## src/rtl/led_dual_latch_pkg.sv

```systemverilog
// Package: shared widths and types of the LED dual-latch interface.
// Assumes a 16-channel driver; the control word layout is fixed at 16 bits.
package led_dual_latch_pkg;
    localparam int N_CH = 16;

    // Control word, most significant field first (bit 15 down to bit 0).
    typedef struct packed {
        logic       pwr_save;   // 15
        logic [1:0] idm_time;   // 14:13
        logic [1:0] idm_cur;    // 12:11
        logic [1:0] lsd_vsel;   // 10:9
        logic [1:0] stat_mode;  // 8:7
        logic [6:0] bright;     // 6:0
    } ctrl_word_t;

    typedef enum logic [1:0] {
        SL_NONE  = 2'b00,
        SL_OPEN  = 2'b01,
        SL_SHORT = 2'b10,
        SL_LEAK  = 2'b11
    } stat_sel_e;
endpackage

```

## src/rtl/ldl_in_sync.sv

```systemverilog
// Module: multi-bit level synchroniser with per-bit edge detection.
// Assumes each input bit is an independent slow asynchronous level; the
// edge outputs are single-cycle pulses aligned with the synchronised level.
module ldl_in_sync #(
    parameter int WIDTH  = 3,
    parameter int STAGES = 2
) (
    input  logic             clk,
    input  logic             rst_n,
    input  logic [WIDTH-1:0] din,
    output logic [WIDTH-1:0] lvl,
    output logic [WIDTH-1:0] rise,
    output logic [WIDTH-1:0] fall
);
    logic [WIDTH-1:0] chain [STAGES];
    logic [WIDTH-1:0] prev;

    // Shift the raw inputs through the synchroniser chain and keep the last level.
    always_ff @(posedge clk) begin
        if (!rst_n) begin
            for (int i = 0; i < STAGES; i++) chain[i] <= '0;
            prev <= '0;
        end else begin
            chain[0] <= din;
            for (int i = 1; i < STAGES; i++) chain[i] <= chain[i-1];
            prev <= chain[STAGES-1];
        end
    end

    // Derive the synchronised level and its edges.
    always_comb begin
        lvl  = chain[STAGES-1];
        rise = chain[STAGES-1] & ~prev;
        fall = ~chain[STAGES-1] & prev;
    end
endmodule

```

## src/rtl/ldl_shift_core.sv

```systemverilog
// Module: 16-bit common shift register with status parallel load and
// falling-edge serial output. Assumes the flag inputs are quasi-static and
// that a control-word write never coincides with a serial-clock fall.
module ldl_shift_core
    import led_dual_latch_pkg::*;
(
    input  logic            clk,
    input  logic            rst_n,
    input  logic            sin,
    input  logic            shift_en,
    input  logic            out_upd,
    input  logic            stat_load,
    input  logic [N_CH-1:0] open_flags,
    input  logic [N_CH-1:0] short_flags,
    input  logic [N_CH-1:0] leak_flags,
    output logic [N_CH-1:0] shreg,
    output logic            ser_out
);
    stat_sel_e       sel;
    logic [N_CH-1:0] stat_word;
    logic            do_load;

    // Pick the status source named by the control word being written.
    always_comb begin
        sel = stat_sel_e'(shreg[8:7]);
        unique case (sel)
            SL_OPEN:  stat_word = open_flags;
            SL_SHORT: stat_word = short_flags;
            SL_LEAK:  stat_word = leak_flags;
            default:  stat_word = shreg;
        endcase
        do_load = stat_load && (sel != SL_NONE);
    end

    // Register update: a status load wins over a shift.
    always_ff @(posedge clk) begin
        if (!rst_n)        shreg <= '0;
        else if (do_load)  shreg <= stat_word;
        else if (shift_en) shreg <= {shreg[N_CH-2:0], sin};
    end

    // Present the MSB downstream only after a serial-clock fall.
    always_ff @(posedge clk) begin
        if (!rst_n)       ser_out <= 1'b0;
        else if (out_upd) ser_out <= shreg[N_CH-1];
    end

    AST_SHIFT_MOVE: assert property (@(posedge clk) disable iff (!rst_n)
        shift_en && !stat_load |=> shreg == {$past(shreg[N_CH-2:0]), $past(sin)});
    AST_SOUT_FALL: assert property (@(posedge clk) disable iff (!rst_n)
        out_upd |=> ser_out == $past(shreg[N_CH-1]));
    AST_SOUT_HOLD: assert property (@(posedge clk) disable iff (!rst_n)
        !out_upd |=> $stable(ser_out));
    AST_STAT_SHORT: assert property (@(posedge clk) disable iff (!rst_n)
        stat_load && shreg[8:7] == 2'b10 |=> shreg == $past(short_flags));
    AST_STAT_KEEP: assert property (@(posedge clk) disable iff (!rst_n)
        stat_load && shreg[8:7] == 2'b00 && !shift_en |=> $stable(shreg));
endmodule

```

## src/rtl/ldl_latch_bank.sv

```systemverilog
// Module: the two destination latches, enable mask and control word.
// Assumes lat_rise is a single-cycle pulse and sel_ctrl is valid with it.
module ldl_latch_bank
    import led_dual_latch_pkg::*;
(
    input  logic            clk,
    input  logic            rst_n,
    input  logic [N_CH-1:0] shreg,
    input  logic            lat_rise,
    input  logic            sel_ctrl,
    output logic [N_CH-1:0] chan_en,
    output ctrl_word_t      ctrl
);
    // Commit the shift register to the enable mask on a low-clock strobe.
    always_ff @(posedge clk) begin
        if (!rst_n)                    chan_en <= '0;
        else if (lat_rise && !sel_ctrl) chan_en <= shreg;
    end

    // Commit the shift register to the control word on a high-clock strobe.
    always_ff @(posedge clk) begin
        if (!rst_n)                    ctrl <= '0;
        else if (lat_rise && sel_ctrl) ctrl <= ctrl_word_t'(shreg);
    end

    AST_RESET_CLEAR: assert property (@(posedge clk)
        !rst_n |=> chan_en == '0 && ctrl == '0);
    AST_ONOFF_LOAD: assert property (@(posedge clk) disable iff (!rst_n)
        lat_rise && !sel_ctrl |=> chan_en == $past(shreg) && $stable(ctrl));
    AST_CTRL_LOAD: assert property (@(posedge clk) disable iff (!rst_n)
        lat_rise && sel_ctrl |=> ctrl == $past(shreg) && $stable(chan_en));
    AST_NO_STROBE_HOLD: assert property (@(posedge clk) disable iff (!rst_n)
        !lat_rise |=> $stable(chan_en) && $stable(ctrl));
endmodule

```

## src/rtl/led_dual_latch_if.sv

```systemverilog
// Module: top of the serial dual-latch LED control interface.
// Synchronises the serial pins, then routes edges to the shift core and the
// latch bank; the serial clock level at the strobe edge selects the latch.
module led_dual_latch_if
    import led_dual_latch_pkg::*;
#(
    parameter int SYNC_STAGES = 2
) (
    input  logic            clk,
    input  logic            rst_n,
    input  logic            ser_clk,
    input  logic            ser_in,
    input  logic            lat,
    input  logic [N_CH-1:0] open_flags,
    input  logic [N_CH-1:0] short_flags,
    input  logic [N_CH-1:0] leak_flags,
    output logic            ser_out,
    output logic [N_CH-1:0] chan_en,
    output logic            pwr_save,
    output logic [1:0]      idm_time,
    output logic [1:0]      idm_cur,
    output logic [1:0]      lsd_vsel,
    output logic [1:0]      stat_mode,
    output logic [6:0]      bright
);
    localparam int IDX_SIN = 0;
    localparam int IDX_SCK = 1;
    localparam int IDX_LAT = 2;
    localparam int N_SYNC  = 3;

    logic [N_SYNC-1:0] s_lvl, s_rise, s_fall;
    logic [N_CH-1:0]   shreg;
    logic              strobe, to_ctrl;
    ctrl_word_t        ctrl;

    ldl_in_sync #(.WIDTH(N_SYNC), .STAGES(SYNC_STAGES)) u_sync (
        .clk  (clk),
        .rst_n(rst_n),
        .din  ({lat, ser_clk, ser_in}),
        .lvl  (s_lvl),
        .rise (s_rise),
        .fall (s_fall)
    );

    // Strobe edge and the serial clock level sampled in the same cycle.
    always_comb begin
        strobe  = s_rise[IDX_LAT];
        to_ctrl = s_lvl[IDX_SCK];
    end

    ldl_shift_core u_core (
        .clk        (clk),
        .rst_n      (rst_n),
        .sin        (s_lvl[IDX_SIN]),
        .shift_en   (s_rise[IDX_SCK]),
        .out_upd    (s_fall[IDX_SCK]),
        .stat_load  (strobe && to_ctrl),
        .open_flags (open_flags),
        .short_flags(short_flags),
        .leak_flags (leak_flags),
        .shreg      (shreg),
        .ser_out    (ser_out)
    );

    ldl_latch_bank u_bank (
        .clk     (clk),
        .rst_n   (rst_n),
        .shreg   (shreg),
        .lat_rise(strobe),
        .sel_ctrl(to_ctrl),
        .chan_en (chan_en),
        .ctrl    (ctrl)
    );

    // Break the control word out onto its field ports.
    always_comb begin
        pwr_save  = ctrl.pwr_save;
        idm_time  = ctrl.idm_time;
        idm_cur   = ctrl.idm_cur;
        lsd_vsel  = ctrl.lsd_vsel;
        stat_mode = ctrl.stat_mode;
        bright    = ctrl.bright;
    end
endmodule

```

## config.mk

```make
export PLATFORM = sky130hd
export DESIGN_NAME = led_dual_latch_if
export DESIGN_NICKNAME = d
export VERILOG_FILES = /design/src/rtl/led_dual_latch_pkg.sv /design/src/rtl/ldl_in_sync.sv /design/src/rtl/ldl_shift_core.sv /design/src/rtl/ldl_latch_bank.sv /design/src/rtl/led_dual_latch_if.sv
export SDC_FILE = /design/constraint.sdc
export NUM_CORES = 1
export LEC_CHECK = 0
export ABC_CLOCK_PERIOD_IN_PS = 1490
export BUFFER_PORTS_ARGS = -buffer_cell sky130_fd_sc_hd__buf_2
export CELL_PAD_IN_SITES_DETAIL_PLACEMENT = 1
export CELL_PAD_IN_SITES_GLOBAL_PLACEMENT = 2
export CORE_MARGIN = 2
export CORE_UTILIZATION = 27
export CTS_BUF_LIST = sky130_fd_sc_hd__clkbuf_16
export DETAILED_ROUTE_END_ITERATION = 6
export PLACE_DENSITY_LB_ADDON = 0.3
export SYNTH_ARGS = -nofsm -noshare
export SYNTH_HDL_FRONTEND = slang
export SYNTH_HIERARCHICAL = 1
export SYNTH_SLANG_ARGS = --single-unit
export TNS_END_PERCENT = 20
```

## constraint.sdc

```tcl
create_clock -name clk -period 1.49 [get_ports clk]
set_input_delay 0.149 -clock clk [delete_from_list [all_inputs] [get_ports clk]]
set_output_delay 0.149 -clock clk [all_outputs]
set_load 0.01 [all_outputs]
```

Word-level counts from Yosys, hierarchy flattened --
Memory sizes are Yosys's and may differ from the RTL's. Index checks and enable logic that the tools add are counted.
Storage, ports and cells: bits in latches 0, memories kept 1, bits in read-only memories 0, memory bits (writable) 6, register bits after elaboration 52, logic and storage cells 35
Memories:
- u_sync.chain | words 2, width 3, rd ports 2, clocked after Yosys merged registers in 0, wr ports 2, line ldl_in_sync.sv:15 | logic [WIDTH-1:0] chain [STAGES];
Operators by class: bitwise gates (word level) 6, $lt $le $gt $ge 0, $add $sub $neg 0, divide/modulo/power cells 0, reduce and logical (&&, ||, !) cells 7, shift-type cells 0, equality and inequality tests 4, multiplexer cells 7, multiply operators 0
Operator list (count):
- $pmux 16 s3 | 1
- $mux 16 | 2
- $mux 3 | 2
- $eq 2x2->1 const B | 2
- $ne 4x4->1 const B | 1
- $reduce_bool 2->1 | 2
- $and 3x3->3 | 1
- $logic_and 1x1->1 | 3
- $not 3->3 | 1
- $and 2x2->2 | 1
- $eq 2x1->1 const B | 1
- $mux 1 | 2
- $not 2->2 | 1
- $or 1x1->1 | 2
- $reduce_and 2->1 | 1
- $logic_not 1->1 | 1

Logic depth before layout (Yosys ltp) --
word-level depth 6, gate-level depth with buffers 7, gate-level depth less buffers 5

By module --
Netlist, hierarchy kept.
Modules (own cells, without submodules):
- ldl_shift_core | area an instance 1316.3 um^2, instances 1, cells an instance 152
- ldl_latch_bank | area an instance 1238.7 um^2, instances 1, cells an instance 123
- ldl_in_sync | area an instance 296.5 um^2, instances 1, cells an instance 27
- led_dual_latch_if | area an instance 6.3 um^2, instances 1, cells an instance 1

Worst setup path after synthesis --
No wires, ideal clock.
path kind register -> register, start memory u_sync.chain[1][2], in the netlist u_sync/chain[0][5], end register u_core.shreg[10], path buffers 2, arrival 1.384 ns, slack -0.014 ns, period minus slack after synthesis 1.504 ns, cell stages (with the launch flop) 8, library setup time 0.120 ns, data required time 1.370 ns, cells stage by stage dfxtp_1 > nor2b_1 > and2_1 > buf_2 > o21a_4 > buf_6 > nor3b_1 > o31a_1
RTL lines:
- start, declared | line ldl_in_sync.sv:15
- end signal, assigned | line ldl_shift_core.sv:38 | else if (do_load) shreg <= stat_word;
- end signal, assigned | line ldl_shift_core.sv:39 | else if (shift_en) shreg <= {shreg[N_CH-2:0], sin};
- end, declared | line ldl_shift_core.sv:16 | output logic [N_CH-1:0] shreg,

Worst setup path after layout --
start register u_core.shreg[7], end register u_core.shreg[9]
On the way: cells in the longest elaborated chain, start to end 4, elaborated cells on any way between the ends 10
RTL lines:
- $reduce_bool 2->1 | line ldl_shift_core.sv:32 | do_load = stat_load && (sel != SL_NONE);
- $logic_and 1x1->1 | line ldl_shift_core.sv:32
- $ne 4x4->1 (no source line) / $reduce_bool 2->1 (equally long branches)
- $reduce_and 2->1 (no source line)
Several ways; a longest one is shown, not always the timed one. A chain may end at the register's enable or synchronous reset.

==> results.cfg <==
[run_status]
outcome = finished clean

[finish]
num_antenna_cells = 0
multi_input_area_mm2 = 0.00147
flow.area_growth_from_synthesis_pct = 28.5
post_route_cells_drive_above_1_share_pct = 31.0
final_nets = 433
layout.cell_area.non_filler_mm2 = 0.00361
fillerInstances = 1237
seq_area_mm2 = 0.00114
final_core_utilization_pct = 35.4

[floorplan]
design.portCount = 86
die_x_extent_um = 106
placementRows = 37
floorplan.die.height_um = 106
initial_utilization_pct = 27.5
floorplan.die_area_mm2 = 0.0112
core-area_mm2 = 0.0102

[global_routing]
grt_pass1_vias = 2492
grt_util_all_layers_pct = 14.8
grt_antenna_before_repair = 0
grt_pass1_wl_um = 12800
global_route.overflow_total = 0
grt_max_degree = 74

[placement]
hpwl_um = 5470
place.gp.congestion = 0.733
port_buffers = 85
post_dp_cell_area_mm2 = 0.00331

[synth]
synthCells = 297
synth_nets = 350
synth_warnings = 6
synth.cell_area_mm2 = 0.00281
syn_area_per_cell_um2 = 9.45

[worst_setup_path]
worst_ep_arrival_time_ns = 1.62
criticalPathCategory = reg -> reg
critical_path_capture_point_type = flip-flop
crit_path_max_fanout = 7
timing.rr.start = u_core/shreg[7]
worst_r2r_path_depth = 4
startpoint = u_core/shreg[7]
setup_slack_reg_to_reg_ns = 0.07
reg2reg_to = u_core/shreg[9]
worstPathRequired_ns = 1.70
start_kind = flip-flop
worstSetupEndpoint = u_core/shreg[9]

[sta]
rsz_0062_raised_after_global_routing = false
slew_at_the_pin_closest_to_its_max_slew_limit_ns = 0.449
maxClockFrequency_mhz = 706
setup-violations-final = 0
drv_slew = 0
post_route_clock_period_utilization_pct = 95.1
fin_skew_ns = 0.00602
slew_headroom_pct = 70.0
hold_violation_count_in_the_final_report = 0
post-route-min-period_ns = 1.42

[job]
maxCapViolCount = 0

[clocking]
clk_path_buf_depth = 2
cts_num_sinks = 57
clk-insertion-delay-late_ns = 0.32
ctsHtreeMaxLevel = 3
clock_tree_from_tritoncts = done
clk_pin_slew_ns = 0.05
tritoncts.num_buffers = 9
cts-root-buf = sky130_fd_sc_hd__clkbuf_16

[routing]
antenna_left = 0
avgRoutedWirePerCell_um = 15.4
drt-vias-per-instance = 4.66
num_vias = 2408
drtIter0Drc = 64
postRouteWirelength_um = 7980
detailedRoute.firstPassIterationCount = 4
drc_errors = 0

[power]
report.power.total_mw = 3.45
p_leak_nw = 1.40
p_per_area_mw_per_mm2 = 956
vdd_ir_drop_max_v = 0.000431

[worst_hold_path]
holdCritPathClass = in -> reg
hold_path_startpoint = lat
[worst max-delay path, cell delays in order (launching register included)]
cell and delay, ns:
sky130_fd_sc_hd__dfxtp_1 0.59, sky130_fd_sc_hd__buf_4 0.23, sky130_fd_sc_hd__and3b_1 0.17, sky130_fd_sc_hd__o21ai_0 0.20, sky130_fd_sc_hd__a21boi_1 0.10
[cell usage in the layout, fill, tap and decap left out]
cell type,instances
sky130_fd_sc_hd__a211o_1,1
sky130_fd_sc_hd__a21boi_1,3
sky130_fd_sc_hd__a21o_1,1
sky130_fd_sc_hd__a21oi_1,2
sky130_fd_sc_hd__a2bb2oi_1,1
sky130_fd_sc_hd__and2_1,8
sky130_fd_sc_hd__and2_4,2
sky130_fd_sc_hd__and3b_1,2
sky130_fd_sc_hd__buf_12,4
sky130_fd_sc_hd__buf_2,85
sky130_fd_sc_hd__buf_4,7
sky130_fd_sc_hd__buf_6,2
sky130_fd_sc_hd__clkbuf_16,9
sky130_fd_sc_hd__clkinv_1,2
sky130_fd_sc_hd__clkinv_2,1
sky130_fd_sc_hd__dfxtp_1,57
sky130_fd_sc_hd__inv_1,2
sky130_fd_sc_hd__mux2i_1,49
sky130_fd_sc_hd__nand2_1,74
sky130_fd_sc_hd__nand2_4,1
sky130_fd_sc_hd__nand2b_4,1
sky130_fd_sc_hd__nand3_1,1
sky130_fd_sc_hd__nand3b_1,1
sky130_fd_sc_hd__nor2_1,1
sky130_fd_sc_hd__nor2b_1,3
sky130_fd_sc_hd__nor2b_2,3
sky130_fd_sc_hd__nor3b_1,13
sky130_fd_sc_hd__nor3b_4,1
sky130_fd_sc_hd__o21a_4,2
sky130_fd_sc_hd__o21ai_0,3
sky130_fd_sc_hd__o22ai_1,13
sky130_fd_sc_hd__o2bb2ai_1,12
sky130_fd_sc_hd__o31a_1,13
sky130_fd_sc_hd__o32a_1,1
[power by group]
group          leakage (nW)  internal, mW  total, mW  switching [mW]
Clock                 0.118          1.07       1.71           0.643
Combinational         0.820        0.0976      0.196          0.0981
Sequential            0.460          1.54       1.54         0.00455
[repair_timing]
action,4_1_cts,5_1_grt
gates resized for setup,1,6
endpoints found under the setup margin,12,16
pin swaps,0,1
gates cloned,1,0
buffers inserted,1,1
hold buffers,0,0
[how the worst min path moves through the flow]
stage,cells past startpoint,end,slack [ns]
global placement,2,u_sync/chain[0][2],0.36
CTS,2,u_sync/chain[0][2],0.02
detailed placement,2,u_sync/chain[0][2],0.36
global route,2,u_sync/chain[0][2],0.03
floorplan,1,u_sync/chain[0][0],0.27
finish,2,u_sync/chain[0][2],0.03
[stage by stage]
step	worst slack [ns]	hold WS [ns]	setup TNS [ns]	cells
2_1_floorplan	0.0328	0.271	0	297
3_5_place_dp	-0.00921	0.360	-0.0315	502
3_3_place_gp	0.0271	0.357	0	502
6_report	0.0728	0.0258	0	517
4_1_cts	0.0103	0.0203	0	516
5_1_grt	0.000211	0.0318	0	517
[layer usage]
layer | track usage [%] | part of all wire [%] | vias up
met5 | 0 | 0 | -
met4 | 5.08 | 1.2 | 0
met3 | 3.99 | 5.3 | 12
met2 | 22.6 | 43 | 69
met1 | 20.0 | 51 | 1126
li1 | - | - | 1201
[area by class of cell]
class | count | area share [%]
clock inverter | 3 | 0.347
sequential | 57 | 31.6
clock buffer | 9 | 6.25
timing repair buffer | 98 | 16.1
inverter | 2 | 0.208
multi-input combinational | 212 | 40.7
tap | 136 | 4.72
[state kept, by name (all words and copies together) (netlist names)]
name	flops
u_bank/chan_en	16
u_core/shreg	16
u_core/ser_out	1
u_bank/ctrl	16
u_sync/chain	6
u_sync/prev	2
Note: power is estimated with default switching activity, not from simulation.
